==> src/rtl/arb_pkg.sv <==
package arb_pkg;
  typedef enum logic [1:0] {
    SRC_NONE = 2'd0,
    SRC_PRI  = 2'd1,
    SRC_ATTN = 2'd2,
    SRC_RR   = 2'd3
  } src_e;

  localparam int IDX_PRI     = 0;
  localparam int IDX_ATTN    = 1;
  localparam int IDX_RR_BASE = 2;
endpackage

==> src/rtl/arb_rr_scan.sv <==
module arb_rr_scan #(
  parameter  int RR_MAX = 7,
  localparam int NW     = $clog2(RR_MAX + 1),
  localparam int PW     = 1 << NW
) (
  input  logic [RR_MAX-1:0] pend,
  input  logic [NW-1:0]     ptr,
  input  logic [NW-1:0]     n,
  output logic              hit,
  output logic [NW-1:0]     sel
);
  logic [PW-1:0] pend_pad;
  logic [NW:0]   pos;

  assign pend_pad = PW'(pend);

  // walk n positions starting at ptr, wrapping modulo n
  always_comb begin
    hit = 1'b0;
    sel = '0;
    pos = '0;
    for (int i = 0; i < RR_MAX; i++) begin
      pos = {1'b0, ptr} + (NW+1)'(i);
      if (pos >= {1'b0, n}) pos = pos - {1'b0, n};
      if (!hit && (i < int'(n)) && pend_pad[pos[NW-1:0]]) begin
        hit = 1'b1;
        sel = pos[NW-1:0];
      end
    end
  end
endmodule

==> src/rtl/arb_sat_cnt.sv <==
module arb_sat_cnt #(
  parameter int W = 16
) (
  input  logic         clk,
  input  logic         rst_n,
  input  logic         inc,
  output logic [W-1:0] cnt
);
  always_ff @(posedge clk) begin
    if (!rst_n)                 cnt <= '0;
    else if (inc && cnt != '1)  cnt <= cnt + 1'b1;
  end

  AST_CNT_HOLD_MAX: assert property (@(posedge clk) disable iff (!rst_n)
    (cnt == '1) |=> (cnt == '1));
  AST_CNT_IDLE_STABLE: assert property (@(posedge clk) disable iff (!rst_n)
    !inc |=> $stable(cnt));
endmodule

==> src/rtl/rot_prio_arbiter.sv <==
module rot_prio_arbiter #(
  parameter  int RR_MAX  = 7,
  parameter  int REQ_W   = 32,
  parameter  int CNT_W   = 16,
  localparam int NW      = $clog2(RR_MAX + 1),
  localparam int CLIENTS = RR_MAX + 1,
  localparam int IDX_W   = $clog2(RR_MAX + 2)
) (
  input  logic                     clk,
  input  logic                     rst_n,
  input  logic [NW-1:0]            cfg_rr_clients,
  input  logic [REQ_W-1:0]         pri_req_word,
  input  logic                     attn_req,
  input  logic [RR_MAX*REQ_W-1:0]  rr_req_words,
  input  logic                     eng_busy,
  output logic                     gnt_valid,
  output logic [IDX_W-1:0]         gnt_idx,
  output logic                     gnt_pri,
  output logic                     gnt_attn,
  output logic [RR_MAX-1:0]        gnt_rr,
  output logic [CLIENTS*CNT_W-1:0] grant_counts
);
  import arb_pkg::*;

  logic [NW-1:0]     n_q, cfg_fix, ptr;
  logic [RR_MAX-1:0] rr_pend;
  logic              pri_pend, rr_hit;
  logic [NW-1:0]     rr_sel;
  src_e              src;
  logic [CLIENTS-1:0] cnt_inc;

  // configured client count, clamped into 1..RR_MAX
  always_comb begin
    if (cfg_rr_clients == '0)                 cfg_fix = NW'(1);
    else if (int'(cfg_rr_clients) > RR_MAX)   cfg_fix = NW'(RR_MAX);
    else                                      cfg_fix = cfg_rr_clients;
  end

  assign pri_pend = pri_req_word[REQ_W-1];

  for (genvar k = 0; k < RR_MAX; k++) begin : g_pend
    assign rr_pend[k] = rr_req_words[k*REQ_W + REQ_W-1] && (k < int'(n_q));
  end

  arb_rr_scan #(.RR_MAX(RR_MAX)) u_scan (
    .pend (rr_pend),
    .ptr  (ptr),
    .n    (n_q),
    .hit  (rr_hit),
    .sel  (rr_sel)
  );

  // fixed order: priority client, attention, rotating group
  always_comb begin
    if (eng_busy)      src = SRC_NONE;
    else if (pri_pend) src = SRC_PRI;
    else if (attn_req) src = SRC_ATTN;
    else if (rr_hit)   src = SRC_RR;
    else               src = SRC_NONE;
  end

  always_ff @(posedge clk) begin
    if (!rst_n) begin
      n_q       <= cfg_fix;
      ptr       <= '0;
      gnt_valid <= 1'b0;
      gnt_idx   <= '0;
      gnt_pri   <= 1'b0;
      gnt_attn  <= 1'b0;
      gnt_rr    <= '0;
    end else begin
      gnt_valid <= (src != SRC_NONE);
      gnt_pri   <= 1'b0;
      gnt_attn  <= 1'b0;
      gnt_rr    <= '0;
      gnt_idx   <= '0;
      case (src)
        SRC_PRI: begin
          gnt_pri <= 1'b1;
          gnt_idx <= IDX_W'(IDX_PRI);
        end
        SRC_ATTN: begin
          gnt_attn <= 1'b1;
          gnt_idx  <= IDX_W'(IDX_ATTN);
        end
        SRC_RR: begin
          gnt_rr[rr_sel] <= 1'b1;
          gnt_idx        <= IDX_W'(IDX_RR_BASE) + IDX_W'(rr_sel);
          ptr            <= (ptr == n_q - 1'b1) ? '0 : ptr + 1'b1;
        end
        default: ;
      endcase
    end
  end

  assign cnt_inc = {gnt_rr, gnt_pri};

  for (genvar c = 0; c < CLIENTS; c++) begin : g_cnt
    arb_sat_cnt #(.W(CNT_W)) u_cnt (
      .clk   (clk),
      .rst_n (rst_n),
      .inc   (cnt_inc[c]),
      .cnt   (grant_counts[c*CNT_W +: CNT_W])
    );
  end

  AST_PRI_FIRST: assert property (@(posedge clk) disable iff (!rst_n)
    (pri_req_word[REQ_W-1] && !eng_busy) |=> (gnt_pri && gnt_idx == '0));
  AST_ATTN_SECOND: assert property (@(posedge clk) disable iff (!rst_n)
    (attn_req && !pri_req_word[REQ_W-1] && !eng_busy) |=> (gnt_attn && gnt_rr == '0));
  AST_BUSY_BLOCKS: assert property (@(posedge clk) disable iff (!rst_n)
    eng_busy |=> !gnt_valid);
  AST_ONE_GRANT: assert property (@(posedge clk) disable iff (!rst_n)
    $countones({gnt_pri, gnt_attn, gnt_rr}) == (gnt_valid ? 1 : 0));
  AST_OUT_OF_SET: assert property (@(posedge clk) disable iff (!rst_n)
    (gnt_rr >> n_q) == '0);
  AST_PTR_RANGE: assert property (@(posedge clk) disable iff (!rst_n)
    ptr < n_q);
  AST_PTR_ONLY_RR: assert property (@(posedge clk) disable iff (!rst_n)
    (ptr != $past(ptr)) |-> (gnt_rr != '0));
endmodule

==> config.mk <==
export PLATFORM = sky130hd
export DESIGN_NAME = rot_prio_arbiter
export DESIGN_NICKNAME = d
export VERILOG_FILES = /design/src/rtl/arb_pkg.sv /design/src/rtl/arb_rr_scan.sv /design/src/rtl/arb_sat_cnt.sv /design/src/rtl/rot_prio_arbiter.sv
export SDC_FILE = /design/constraint.sdc
export NUM_CORES = 1
export LEC_CHECK = 0
export BUFFER_PORTS_ARGS = -buffer_cell sky130_fd_sc_hd__buf_2
export CAP_MARGIN = 10
export CORE_AREA = 3 3 155 157
export CTS_CLUSTER_SIZE = 12
export DETAILED_ROUTE_END_ITERATION = 8
export DIE_AREA = 0 0 158 160
export PLACE_DENSITY = 0.67
export SETUP_SLACK_MARGIN = 0.5
export SLEW_MARGIN = 20
export SYNTH_ARGS = -nofsm -noshare
export SYNTH_HDL_FRONTEND = slang
export SYNTH_SLANG_ARGS = --single-unit
==> constraint.sdc <==
create_clock -name clk -period 4.6 [get_ports clk]
set_input_delay 0.23 -clock clk [delete_from_list [all_inputs] [get_ports clk]]
set_output_delay 0.23 -clock clk [all_outputs]
set_load 0.02 [all_outputs]
## Word level (Yosys, flattened, before mapping)

Cells that the tools add are included.

- Flip-flop bits (word level): 148
- Output and inout bits: 142
- Word-level logic and storage cells: 157

- $add $sub $neg: 24
- $lt $le $gt $ge: 23
- Equal/unequal tests: 12
- Multiplexer cells: 45
- Reductions and logical operators: 38

Operators with widths:

| kind | number |
|---|---|
| 16-bit by 1-bit adder with 16-bit output (second input constant) | 8 |
| 16-bit != test (second input constant) | 8 |
| 3-bit 2-to-1 mux | 15 |
| 3-bit by 4-bit less-than comparator with 1-bit output (second input constant) | 8 |
| 1-bit logical AND | 29 |
| 4-bit by 3-bit >= comparator with 1-bit output | 6 |
| 1-bit binary-select mux with 3-bit select | 7 |
| 3-bit subtractor | 7 |
| 1-bit 2-to-1 mux | 17 |
| 3-bit by 3-bit adder with 4-bit output (second input constant) | 3 |
| 3-bit less-than comparator (first input constant) | 3 |
| 3-bit by 2-bit adder with 4-bit output (second input constant) | 2 |
| 2-bit 2-to-1 mux | 4 |
| 4-bit case mux with 2 select lines | 1 |
| 1-bit zero test | 6 |
| 1-bit by 3-bit less-than comparator with 1-bit output (first input constant) | 2 |
| 2-bit by 3-bit less-than comparator with 1-bit output (first input constant) | 2 |
| 2-bit by 3-bit adder with 4-bit output (first input constant) | 1 |
| 3-bit by 1-bit adder with 4-bit output (second input constant) | 1 |
| 2-bit equality test (second input constant) | 2 |
| 3-bit by 1-bit adder with 3-bit output (second input constant) | 1 |
| 1-bit demux with 3-bit select | 1 |
| 3-bit equality test | 1 |
| 3-bit by 1-bit >= comparator with 1-bit output (second input constant) | 1 |
| 6 further kinds | 6 |

## Longest topological paths before layout

Gate-level depths: netlist (run 1).

- Depth after elaboration: 36
- Depth in mapped cells: 16
- Depth with buffers taken out: 15

## Modules after synthesis

Synthesis (run 1) repeated with hierarchy kept, for this count alone.

- Cells, all modules: 1,119
- Area, all modules: 9,587.9 µm²

Modules (own cells, without submodules):

| module | times used | cells an instance | area each (µm²) | seq. area each (µm²) |
|---|---|---|---|---|
| arb_sat_cnt | 8 | 97 | 837.1 | 320.3 |
| arb_rr_scan | 1 | 258 | 1,998.2 | 0.0 |
| rot_prio_arbiter | 1 | 85 | 893.4 | 430.4 |

## Worst setup path after synthesis (run 1)

OpenSTA, ideal clock, no wires.

- Path kind: register -> register
- Start: reg ptr[1]
- End: reg gnt_rr[3]
- Arrival: 3.989 ns
- Data required time: 4.474 ns
- Path slack: 0.485 ns
- Cell stages (with the launch flop): 16
- Path through: dfxtp_1 inv_1 ha_1 inv_1 fa_1 nor2b_1 nor4b_2 a21oi_4 mux2i_1 o211a_1 o21ai_1 a2111oi_0 a211oi_1 or2_1 ha_1 nor3b_2

- Word-level cells in the longest chain between the ends: 36

RTL lines:

| what | line | RTL |
|---|---|---|
| start: declaration | rot_prio_arbiter.sv:25 | `logic [NW-1:0] n_q, cfg_fix, ptr;` |
| start signal: assignment | rot_prio_arbiter.sv:89 | `ptr <= (ptr == n_q - 1'b1) ? '0 : ptr + 1'b1;` |
| parallel branches: the longest is 36 deep, another holds 3-bit by 1-bit adder with 4-bit output | n/a |  |
| end signal: assignment | rot_prio_arbiter.sv:70 | `gnt_rr <= '0;` |
| end signal: assignment | rot_prio_arbiter.sv:75 | `gnt_rr <= '0;` |
| end signal: indexed assignment | rot_prio_arbiter.sv:87 | `gnt_rr[rr_sel] <= 1'b1;` |
| end: declaration | rot_prio_arbiter.sv:20 | `output logic [RR_MAX-1:0] gnt_rr,` |

Several ways; the timed one is not identified. The select of a mux whose other input is x is not followed.
A chain may end at the register's enable or synchronous reset.

## Worst setup path after layout (run 1)

- Start: reg ptr[0]
- End: reg gnt_rr[3]

The elaborated chain is that of the path after synthesis.

==> summary.txt, run 1 <==
Status
  • Status: complete, no violations

Floorplanning
  • Die width: 158 um
  • Area of the die: 25280 sq um
  • IO Pins: 405
  • Starting Density: 38.12%
  • Number of core rows: 55
  • Area of the core: 22640 sq um
  • Height of the chip: 160 um

Timing
  • Maximum operating frequency: 250.3 MHz
  • Min Clock Period, post-route: 3.995 ns
  • Slew of the pin with the lowest slew margin: 0.9515 ns
  • Unrepaired setup endpoints after global routing: no
  • Final max-slew violation count: 0
  • Setup TNS: 0 ns
  • Share of the clock period used by the worst path after layout: 86.86%
  • Number of hold-slack violations in the final timing report: 0
  • Setup violations, final: 0
  • Worst slew margin relative to its limit: 35.74%
  • Worst-case clock skew: 0.009606 ns
  • Smallest hold slack: 0.08995 ns

Critical path
  • Cell with the largest stage delay on the worst path: fa_1
  • Category of the most critical setup path: reg -> reg
  • Crit path launch type: flip-flop
  • Cells along the critical path: inv_2 > buf_4 > ha_2 > fa_1 > a21bo_4 > a211o_4 > mux2i_4 > mux2_4 > a2bb2oi_2 > o22a_1 > or3_1 > and3_1 > or2_1 > ha_1 > nor3b_2
  • Max Fanout on Critical Path: 7
  • Required time reported for the critical path endpoint: 4.89 ns
  • Arrival time worst endpoint: 4.28 ns
  • Nature of the critical path endpoint: flip-flop
  • Longest individual stage delay on the worst path: 0.44 ns

Synth
  • Post-Synthesis Cell Area: 8630 sq um
  • Most used flip-flop cell after synthesis: dfxtp_1
  • Synth cell types: 96
  • Post-Syn Nets: 1314
  • Async SR Flop Fraction: 0%
  • Number of synthesized flops with an enable pin: 3
  • Number of register bits inferred by synthesis: 148
  • Portion of the post-synthesis area used by sequential elements: 34.68%
  • Avg Synthesized Cell Area: 8.510 sq um
  • Cells after synthesis: 1014
  • Number of warnings reported in the yosys synthesis log: 0

Pwr
  • Leak: 0.004474 uW
  • Total power divided by cell area: 321.4 nW/um^2
  • Worst vdd rail ir drop: 199.9 uV

Placement
  • Final Wtd Congestion: 0.8995
  • IO Port Bufs: 156
  • HPWL Detailed: 17190 um

Finish
  • Signed area change from the synthesized netlist to the final layout: 22.91%
  • Post-layout net count: 1482
  • Sequential cell area in the final layout: 2997 sq um
  • Multi-input logic area: 5530 sq um
  • Share of post-route cells with drive strength above 1: 23.68%
  • Layout fillers: 2230
  • Antenna diode count: 0

CTS
  • Clock slew at the register clock pins of the worst setup and hold paths: 0.06 ns
  • CTS H-tree depth: 4
  • Source-to-sink clock delay at the later pin of the worst-skew pair: 0.42 ns
  • Sinks on Clock Net: 148
  • Number of clock buffers inserted by TritonCTS: 17
  • Buffer depth of the longest clock path: 2
  • Clock tree root buffer cell: clkbuf_16
  • CTS tree: done

Drt
  • Detailed-route wire length per cell: 15.51 um
  • Vias post-DR: 7874
  • Via density: 5.320
  • Total wire length: 22960 um
  • Drt drc: 0
  • Initial DRT Pass Iterations: 5
  • DRC marker count from the first detailed-route iteration: 417
  • Post-route antenna net violation count: 0

Global route
  • Global route overflow: 0
  • Global-route wire length before repair: 36160 um
  • Antenna violations before repair: 0
  • Largest net degree at the start of global routing: 64
  • Number of global-route vias before repair: 7173
  • Overall track demand over capacity in global routing: 17.35%

Min path
  • Worst min-delay path class: in -> reg

Job
  • Reported max-cap violation count: 0
## registers in the layout, indices dropped and copies added, names as in the netlist
signal	count
n_q	3
gnt_valid	1
ptr	3
gnt_pri	1
gnt_attn	1
gnt_idx	4
g_cnt.u_cnt.cnt	128
gnt_rr	7
## timing repair
item,CTS,global route
pin swaps,0,6
hold buffers,2,0
hold endpoints to repair,2,0
buffers inserted,2,7
setup endpoints to repair,9,9
resized for setup,10,31
## metrics by stage
stage	utilization, %	std cells	setup WS (ns)	area, sq um	power, uW
floorplan	-	1014	0.5315	8632	1792
global placement	42.92	1437	0.1716	9717	1931
detailed placement	42.92	1437	0.1297	9717	1942
CTS	45.95	1473	0.5068	10400	3386
global route	46.85	1480	0.4905	10610	3550
finish	46.85	1480	0.6046	10610	3409
## where the power goes
group	total [uW]	switching [uW]	internal, uW	leakage [uW]
logic	694	408	285	0.00299
registers	1300	8.83	1300	0.00120
clock network	1410	594	817	0.000287
## cell usage after synthesis (6+ instances only)
master | number | area (sq um)
dfxtp_1 | 145 | 2903
nor2_1 | 129 | 484.2
nand2_1 | 76 | 285.3
nand3_1 | 61 | 305.3
xor2_1 | 59 | 516.8
xnor2_1 | 44 | 385.4
a21oi_1 | 39 | 195.2
o21ai_0 | 37 | 185.2
inv_1 | 36 | 135.1
ha_1 | 32 | 400.4
nor3_1 | 31 | 155.2
and2_1 | 28 | 175.2
nand4_1 | 27 | 168.9
and3_1 | 26 | 162.7
or3_1 | 26 | 162.7
clkbuf_1 | 21 | 78.83
mux2i_1 | 15 | 150.1
nand2b_1 | 12 | 75.07
buf_4 | 11 | 82.58
nor2b_1 | 9 | 56.30
a211oi_1 | 8 | 60.06
o211ai_1 | 8 | 60.06
o21ai_1 | 6 | 30.03
## cells in the final DEF (no fill, tap or decap), types with 29 or more instances in the layout
| master | count |
|---|---|
| inv_1 | 34 |
| xor2_1 | 59 |
| dfxtp_1 | 144 |
| o21ai_0 | 35 |
| nand2_1 | 76 |
| nand3_1 | 61 |
| xnor2_1 | 43 |
| nor2_1 | 129 |
| nor3_1 | 29 |
| a21oi_1 | 39 |
| buf_2 | 156 |
## cells by family (layout without fill, tap and decap cells)
logic type | after synthesis | in the layout | share of synthesized area, %
AOI/OAI and AO/OA | 171 | 171 | 15.14
xor gates and xnor gates | 103 | 103 | 10.45
adders and majority gates | 37 | 37 | 5.800
buffers and inverters | 70 | 251 | 3.538
DFF | 148 | 148 | 34.68
muxes | 23 | 23 | 3.117
and+or+nand+nor | 462 | 462 | 27.27
## worst max-delay path: cells and delay by family, from the launching register on
family / cells / cell delay, ns
mux: 2 / 0.60
simple gates: 4 / 0.94
compound gates: 4 / 0.86
buf+inv: 2 / 0.21
fa+ha+maj: 3 / 0.89
flops: 1 / 0.35
## layout make-up
class | instances | area share, %
Multi-Input combinational cell | 796 | 52.14
Sequential cell | 148 | 28.25
Timing Repair Buffer | 182 | 9.284
Clock buffer | 18 | 4.046
Tap cell | 285 | 3.362
Clock inverter | 14 | 1.593
Inverter | 37 | 1.321
## per-layer routing
layer,GRT usage [%],share of wire [%]
met3,3.523,5.8
met1,24.04,47
met4,4.458,1.2
met5,0,0
met2,27.59,46
## final timing paths
| path | start | endpoint | slack [ns] | depth (start not counted) |
|---|---|---|---|---|
| worst min register to register | g_cnt[1].u_cnt.cnt[11]$_SDFFE_PN0P_ | g_cnt[1].u_cnt.cnt[11]$_SDFFE_PN0P_ | 0.50 | 2 |
| worst max register to register | ptr[0]$_SDFFE_PN0N_ | gnt_rr[3]$_SDFF_PN0_ | 0.60 | 15 |
| worst min-delay path | cfg_rr_clients[0] | n_q[0]$_SDFFCE_PN1N_ | 0.09 | 2 |
| worst max-delay path | ptr[0]$_SDFFE_PN0N_ | gnt_rr[3]$_SDFF_PN0_ | 0.60 | 15 |
No activity file was read; power rests on OpenSTA's default activity.
==> run 2, diff against run 1 <==
--- a/config.mk
+++ b/config.mk
@@ -5,13 +5,16 @@
 export SDC_FILE = /design/constraint.sdc
 export NUM_CORES = 1
 export LEC_CHECK = 0
+export ABC_AREA = 1
 export BUFFER_PORTS_ARGS = -buffer_cell sky130_fd_sc_hd__buf_2
 export CAP_MARGIN = 10
-export CORE_AREA = 3 3 155 157
+export CELL_PAD_IN_SITES_DETAIL_PLACEMENT = 1
+export CELL_PAD_IN_SITES_GLOBAL_PLACEMENT = 1
+export CORE_AREA = 3 3 199 143
 export CTS_CLUSTER_SIZE = 12
 export DETAILED_ROUTE_END_ITERATION = 8
-export DIE_AREA = 0 0 158 160
-export PLACE_DENSITY = 0.67
+export DIE_AREA = 0 0 202 146
+export PLACE_DENSITY_LB_ADDON = 0.1
 export SETUP_SLACK_MARGIN = 0.5
 export SLEW_MARGIN = 20
 export SYNTH_ARGS = -nofsm -noshare
==> constraint.sdc (replaced) <==
create_clock -name clk -period 4.6 [get_ports clk]
set_input_delay 0.23 -clock clk [delete_from_list [all_inputs] [get_ports clk]]
set_output_delay 0.23 -clock clk [all_outputs]
set_load 0.05 [all_outputs]
==> summary.txt, run 2 <==
Status
  • Status: complete, no violations

CTS
  • Source-to-sink clock delay at the later pin of the worst-skew pair: 0.42 ns
  • Buffer depth of the longest clock path: 2
  • Clock tree root buffer cell: clkbuf_16
  • Clock slew at the register clock pins of the worst setup and hold paths: 0.07 ns
  • CTS H-tree depth: 4
  • CTS tree: done
  • Sinks on Clock Net: 148
  • Number of clock buffers inserted by TritonCTS: 17

Finish
  • Commonest non-fill, non-tap cells in the layout: nand2_1, inv_1, buf_2
  • Post-layout util: 38.84%
  • Signed area change from the synthesized netlist to the final layout: 21.80%
  • Biggest regs: g_cnt.u_cnt.cnt: 128 flops, gnt_rr: 7 flops, gnt_idx: 4 flops
  • Share of post-route cells with drive strength above 1: 18.68%
  • Fin area: 10330 sq um
  • Flip-flop count of the largest register, all copies and words added: 128
  • Post-layout net count: 1700
  • Register ranked first by flip-flop count: g_cnt.u_cnt.cnt
  • Antenna diode count: 0
  • Most common cell after layout, fill and taps aside: nand2_1

Synth
  • Synth cell types: 49
  • Async SR Flop Fraction: 0%
  • Number of warnings reported in the yosys synthesis log: 0
  • Most area-consuming cells after synthesis: dfxtp_1, nand2_1, inv_1, nand3_1, a21oi_1
  • Area share of the largest cell type after synthesis: 34.24%
  • Post-synthesis cell type with the largest combined area: dfxtp_1
  • Avg Synthesized Cell Area: 6.854 sq um
  • Most used flip-flop cell after synthesis: dfxtp_1
  • Number of register bits inferred by synthesis: 148
  • Cells after synthesis: 1237
  • Portion of the post-synthesis area used by sequential elements: 35.30%
  • Post-Synthesis Cell Area: 8478 sq um
  • Number of synthesized flops with an enable pin: 3
  • Post-Syn Nets: 1537
  • Most common cell in the netlist: nand2_1
  • Most frequent cells after synthesis: nand2_1, inv_1, dfxtp_1

Global route
  • Number of global-route vias before repair: 8102
  • Global route overflow: 0
  • Overall track demand over capacity in global routing: 18.41%
  • Largest net degree at the start of global routing: 50
  • Antenna violations before repair: 0
  • Global-route wire length before repair: 44300 um

Critical path
  • Cell with the largest stage delay on the worst path: ha_1
  • Cells along the critical path: buf_4 > ha_1 > xnor2_2 > inv_1 > ha_1 > nand2_2 > nand3_2 > nand2_2 > nand2_1 > nand2_1 > nand3_1 > nand2_1 > nand3_4 > nand3_1 > nor2_1 > nor2_1 > nand2_1 > nor2_1 > nand2_1 > nor2_2 > inv_2 > ha_1 > nand3_1 > nor2_1
  • Max Fanout on Critical Path: 9
  • Category of the most critical setup path: reg -> reg
  • CP Buf/Inv Count: 3
  • Arrival time worst endpoint: 4.13 ns
  • CP most frequent cell: nand2_1
  • Required time reported for the critical path endpoint: 4.91 ns
  • Kind of cell with the highest combined delay on the critical path: simple AND/OR/NAND/NOR gates
  • Crit path launch type: flip-flop
  • Longest individual stage delay on the worst path: 0.35 ns
  • Nature of the critical path endpoint: flip-flop

Drt
  • Post-route antenna net violation count: 0
  • Detailed-route wire length per cell: 15.65 um
  • Via density: 4.845
  • Vias post-DR: 8609
  • DRC marker count from the first detailed-route iteration: 387
  • Initial DRT Pass Iterations: 4
  • Drt drc: 0
  • Total wire length: 27800 um

Floorplanning
  • Area of the die: 29490 sq um
  • Starting Density: 31.89%
  • IO Pins: 405
  • Area of the core: 26590 sq um
  • Die width: 202 um
  • Height of the chip: 146 um
  • Number of core rows: 50

Timing
  • Setup TNS: 0 ns
  • Final max-slew violation count: 0
  • Worst slew margin relative to its limit: 35.30%
  • Share of the clock period used by the worst path after layout: 82.95%
  • Setup violations, final: 0
  • Slew of the pin with the lowest slew margin: 0.9691 ns
  • Min Clock Period, post-route: 3.816 ns
  • Number of hold-slack violations in the final timing report: 0
  • Maximum operating frequency: 262.1 MHz
  • Unrepaired setup endpoints after global routing: no
  • Worst-case clock skew: 0.01083 ns

Pwr
  • Total power divided by cell area: 364.4 nW/um^2
  • Worst vdd rail ir drop: 241.8 uV
  • Leak: 0.004472 uW

Placement
  • Final Wtd Congestion: 0.8399
  • IO Port Bufs: 156
  • Area of placed instances: 9628 sq um
  • HPWL Detailed: 21610 um

Min path
  • Worst min-delay path class: in -> reg

Job
  • Reported max-cap violation count: 0
## run 2: changes by cell type in the layout (fill, tap and decap cells not counted), moves of 26 or more
cell and delta:
a21oi_1 +60, and2_1 -28, and3_1 -26, inv_1 +140, nand2_1 +153, nand3_1 +46
o21ai_0 +55, or3_1 -26, xnor2_1 -38, xor2_1 -55
## run 2: worst paths after layout
check                                                    startpoint                                  end  slack, ns  cells after the start
worst min-delay path                              cfg_rr_clients[0]                 n_q[0]$_SDFFCE_PN1N_       0.09                      2
worst max register to register                  ptr[0]$_SDFFE_PN0N_                 gnt_rr[6]$_SDFF_PN0_       0.78                     24
worst min register to register  g_cnt[0].u_cnt.cnt[13]$_SDFFE_PN0P_  g_cnt[0].u_cnt.cnt[13]$_SDFFE_PN0P_       0.48                      2
worst max-delay path                            ptr[0]$_SDFFE_PN0N_                 gnt_rr[6]$_SDFF_PN0_       0.78                     24
## run 2: area by class of cell
| type | count | area [sq um] |
|---|---|---|
| flip-flops and latches | 148 | 2994 |
| repair buffers | 171 | 898.4 |
| inverters | 184 | 695.7 |
| multi-input cells | 878 | 4666 |
| fillers | 3408 | 16260 |
| clock buffers | 18 | 439.2 |
| clock inverters | 14 | 177.7 |
| well taps | 364 | 455.4 |
## run 2: per-stage QoR
stage / std cells / hold WS, ns / setup slack, ns / total power (uW)
floorplan: 1237 / 0.3967 / 1.027 / 2053
global placement: 1738 / 0.4280 / 0.6221 / 2285
detailed placement: 1738 / 0.4260 / 0.6187 / 2303
CTS: 1772 / 0.06689 / 0.5915 / 3794
global route: 1777 / 0.09117 / 0.4772 / 3983
finish: 1777 / 0.09015 / 0.7842 / 3762
## run 2: worst reg2reg max path, cell delays in order, from the launching register on
cell,delay (ns)
dfxtp_1,0.32
buf_4,0.19
ha_1,0.24
xnor2_2,0.21
inv_1,0.12
ha_1,0.35
nand2_2,0.15
nand3_2,0.19
nand2_2,0.17
nand2_1,0.12
nand2_1,0.08
nand3_1,0.07
nand2_1,0.14
nand3_4,0.13
nand3_1,0.15
nor2_1,0.06
nor2_1,0.14
nand2_1,0.08
nor2_1,0.10
nand2_1,0.08
nor2_2,0.17
inv_2,0.08
ha_1,0.24
nand3_1,0.09
nor2_1,0.05
## run 2: logic make-up after synthesis
| logic type | share of synthesized area [%] |
|---|---|
| compound gates | 15.67 |
| xor+xnor | 1.122 |
| fa+ha+maj | 5.903 |
| buf+inv | 9.932 |
| flops | 35.30 |
| simple gates | 32.07 |
## run 2: report_power, final
part / internal [uW] / total (uW) / switching (uW)
clock network: 874 / 1470 / 596
registers: 1310 / 1320 / 19.6
logic: 289 / 967 / 678
## run 2: repair_timing
item / in CTS / in global routing
hold buffers: 2 / 0
buffers inserted: 0 / 5
hold endpoints to repair: 2 / 0
setup endpoints to repair: 0 / 9
gates resized for setup: 0 / 8
## run 2: metal layers
| metal | track usage [%] | share of wire, % | up-vias |
|---|---|---|---|
| met5 | 0 | 0 | - |
| met4 | 2.823 | 0.47 | 0 |
| met3 | 4.494 | 4.7 | 8 |
| met2 | 26.72 | 41 | 145 |
| met1 | 27.89 | 54 | 4046 |
| li1 | - | - | 4410 |
==> run 3, diff against run 2 <==
--- a/config.mk
+++ b/config.mk
@@ -10,10 +10,10 @@
 export CAP_MARGIN = 10
 export CELL_PAD_IN_SITES_DETAIL_PLACEMENT = 1
 export CELL_PAD_IN_SITES_GLOBAL_PLACEMENT = 1
-export CORE_AREA = 3 3 199 143
+export CORE_AREA = 3 3 209 150
 export CTS_CLUSTER_SIZE = 12
 export DETAILED_ROUTE_END_ITERATION = 8
-export DIE_AREA = 0 0 202 146
+export DIE_AREA = 0 0 212 153
 export PLACE_DENSITY_LB_ADDON = 0.1
 export SETUP_SLACK_MARGIN = 0.5
 export SLEW_MARGIN = 20
==> constraint.sdc (replaced) <==
create_clock -name clk -period 3.41 [get_ports clk]
set_input_delay 0.1705 -clock clk [delete_from_list [all_inputs] [get_ports clk]]
set_output_delay 0.1705 -clock clk [all_outputs]
set_load 0.05 [all_outputs]
==> summary.txt, run 3 (synthesis gave the netlist of run 2 again) <==
Status
  • Status: complete, but fails checks
  • Violations in the final reports: negative setup slack

CTS
  • Clock slew at the register clock pins of the worst setup and hold paths: 0.06 ns
  • Clock tree root buffer cell: clkbuf_16
  • Number of clock buffers inserted by TritonCTS: 17
  • Sinks on Clock Net: 148
  • Buffer depth of the longest clock path: 2
  • CTS H-tree depth: 4
  • CTS tree: done
  • Source-to-sink clock delay at the later pin of the worst-skew pair: 0.44 ns

Global route
  • Largest net degree at the start of global routing: 52
  • Overall track demand over capacity in global routing: 18.31%
  • Number of global-route vias before repair: 8796
  • Global-route wire length before repair: 47510 um
  • Global route overflow: 0
  • Antenna violations before repair: 1

Drt
  • Vias post-DR: 9003
  • Via density: 4.736
  • Total wire length: 29840 um
  • Detailed-route wire length per cell: 15.70 um
  • DRC marker count from the first detailed-route iteration: 375
  • Drt drc: 0
  • Initial DRT Pass Iterations: 4
  • Post-route antenna net violation count: 0

Timing
  • Number of hold-slack violations in the final timing report: 0
  • Unrepaired setup endpoints after global routing: yes
  • Worst-case clock skew: 0.009089 ns
  • Worst-case setup margin in the final layout: -0.009832 ns
  • Final max-slew violation count: 0
  • Min Clock Period, post-route: 3.420 ns
  • Maximum operating frequency: 292.4 MHz
  • Slew of the pin with the lowest slew margin: 0.9636 ns
  • Setup TNS: -0.01450 ns
  • Worst slew margin relative to its limit: 35.76%
  • Setup violations, final: 2
  • Share of the clock period used by the worst path after layout: 100.3%

Floorplanning
  • Area of the die: 32440 sq um
  • IO Pins: 405
  • Starting Density: 28.60%
  • Die width: 212 um
  • Height of the chip: 153 um
  • Area of the core: 29640 sq um
  • Number of core rows: 53

Min path
  • Worst min-delay path class: in -> reg

Finish
  • Multi-input logic area: 5354 sq um
  • Signed area change from the synthesized netlist to the final layout: 39.30%
  • Post-layout util: 39.84%
  • Register ranked first by flip-flop count: g_cnt.u_cnt.cnt
  • Biggest regs: g_cnt.u_cnt.cnt: 128 flops, gnt_rr: 7 flops, gnt_idx: 4 flops
  • Share of post-route cells with drive strength above 1: 30.96%
  • Sequential cell area in the final layout: 2999 sq um
  • Flip-flop count of the largest register, all copies and words added: 128
  • Layout fillers: 3739
  • Fin area: 11810 sq um
  • Most common cell after layout, fill and taps aside: nand2_1
  • Post-layout net count: 1802
  • Commonest non-fill, non-tap cells in the layout: nand2_1, inv_1, buf_2

Critical path
  • Reg2reg start: ptr[1]$_SDFFE_PN0N_
  • Worst-case reg-to-reg path depth: 24
  • Cells along the critical path: clkinvlp_4 > ha_4 > inv_4 > buf_4 > ha_4 > nand2_1 > inv_2 > nand2_4 > nand2_8 > nand2_4 > o21ai_4 > nand3_1 > nand2_1 > nand2_2 > nor2_4 > nand4_1 > buf_4 > o21ai_4 > nor2_4 > o22ai_4 > inv_2 > ha_2 > nand2_2 > nor2_1
  • Longest individual stage delay on the worst path: 0.37 ns
  • Category of the most critical setup path: reg -> reg
  • Arrival time worst endpoint: 3.75 ns
  • Termination of the worst setup path: gnt_rr[0]$_SDFF_PN0_
  • Startpoint of the worst setup timing path: ptr[1]$_SDFFE_PN0N_
  • Worst reg2reg path endpoint: gnt_rr[0]$_SDFF_PN0_
  • Max Fanout on Critical Path: 6
  • Worst-case register-to-register setup slack: -0.01 ns
  • Crit path launch type: flip-flop
  • Nature of the critical path endpoint: flip-flop
  • Required time reported for the critical path endpoint: 3.74 ns
  • Cell with the largest stage delay on the worst path: dfxtp_4

Pwr
  • Leak: 0.005111 uW
  • Worst vdd rail ir drop: 322.8 uV
  • Total power divided by cell area: 490.7 nW/um^2
  • Total power of the final layout: 5795 uW

Placement
  • Area of placed instances: 10360 sq um
  • HPWL Detailed: 22800 um
  • IO Port Bufs: 156
  • Final Wtd Congestion: 0.8420

Job
  • Reported max-cap violation count: 0
-- run 3: cell types whose count changed in the layout (fill, tap and decap cells not counted), sizes merged --
| cell | previous run | this run |
|---|---|---|
| diode | 0 | 1 |
| dlygate4sd3 | 2 | 3 |
| bufinv | 3 | 1 |
| clkbuf | 18 | 20 |
| clkinvlp | 4 | 3 |
| buf | 169 | 270 |
| clkinv | 7 | 8 |
-- run 3: final cells by class --
type                       instances  share of cell area (%)
timing repair buffer             273                   14.49
tap                              385                   4.079
antenna                            1                 0.02119
clock buffer                      20                   3.782
inverter                         184                   6.007
multi-input combinational        878                   45.33
sequential                       148                   25.39
clock inverter                    12                  0.8899
-- run 3: per-stage QoR --
step                      worst slack (ns)  hold slack (ns)  cells
after floorplan                     0.2106           0.3372   1237
after global placement             -0.1764           0.3671   1843
after detailed placement           -0.2132           0.3707   1843
after CTS                         -0.04405          0.04255   1889
after global routing               -0.2552          0.05966   1901
final                            -0.009832          0.07407   1901
-- run 3: worst min path at each step --
stage | start | to | slack [ns] | cells past startpoint
after floorplan | cfg_rr_clients[1] | n_q[1]$_SDFFCE_PN0N_ | 0.34 | 1
after global placement | cfg_rr_clients[2] | n_q[2]$_SDFFCE_PN0N_ | 0.37 | 1
after detailed placement | cfg_rr_clients[2] | n_q[2]$_SDFFCE_PN0N_ | 0.37 | 1
after CTS | eng_busy | gnt_pri$_SDFF_PN0_ | 0.04 | 4
after global routing | eng_busy | gnt_pri$_SDFF_PN0_ | 0.06 | 4
final | eng_busy | gnt_pri$_SDFF_PN0_ | 0.07 | 4
-- run 3: routing by layer --
| layer | vias to the layer above | routed length, um | global-route usage, % |
|---|---|---|---|
| li1 | 4615 | - | - |
| met1 | 4242 | 15860 | 27.11 |
| met2 | 127 | 12550 | 27.00 |
| met3 | 19 | 1105 | 3.529 |
| met4 | 0 | 323 | 4.876 |
| met5 | - | 0 | 0 |
-- run 3: report_power, final --
part / switching [uW] / internal (uW)
sequential: 25.7 / 1760
clock: 796 / 1020
combinational: 1270 / 915
-- run 3: timing repair --
item / CTS / global route
endpoints found under the setup margin: 17 / 23
hold buffers: 3 / 0
pin swaps: 29 / 38
hold endpoints to repair: 3 / 0
gates resized for setup: 62 / 101
setup buffers: 11 / 11
-- run 3: worst max-delay path: cells and delay by family (launching register included) --
family	cells	cell delay [ns]
AOI/OAI and AO/OA	3	0.42
and+or+nand+nor	12	1.12
adders and majority gates	3	0.76
DFF	1	0.37
buffers and inverters	6	0.62
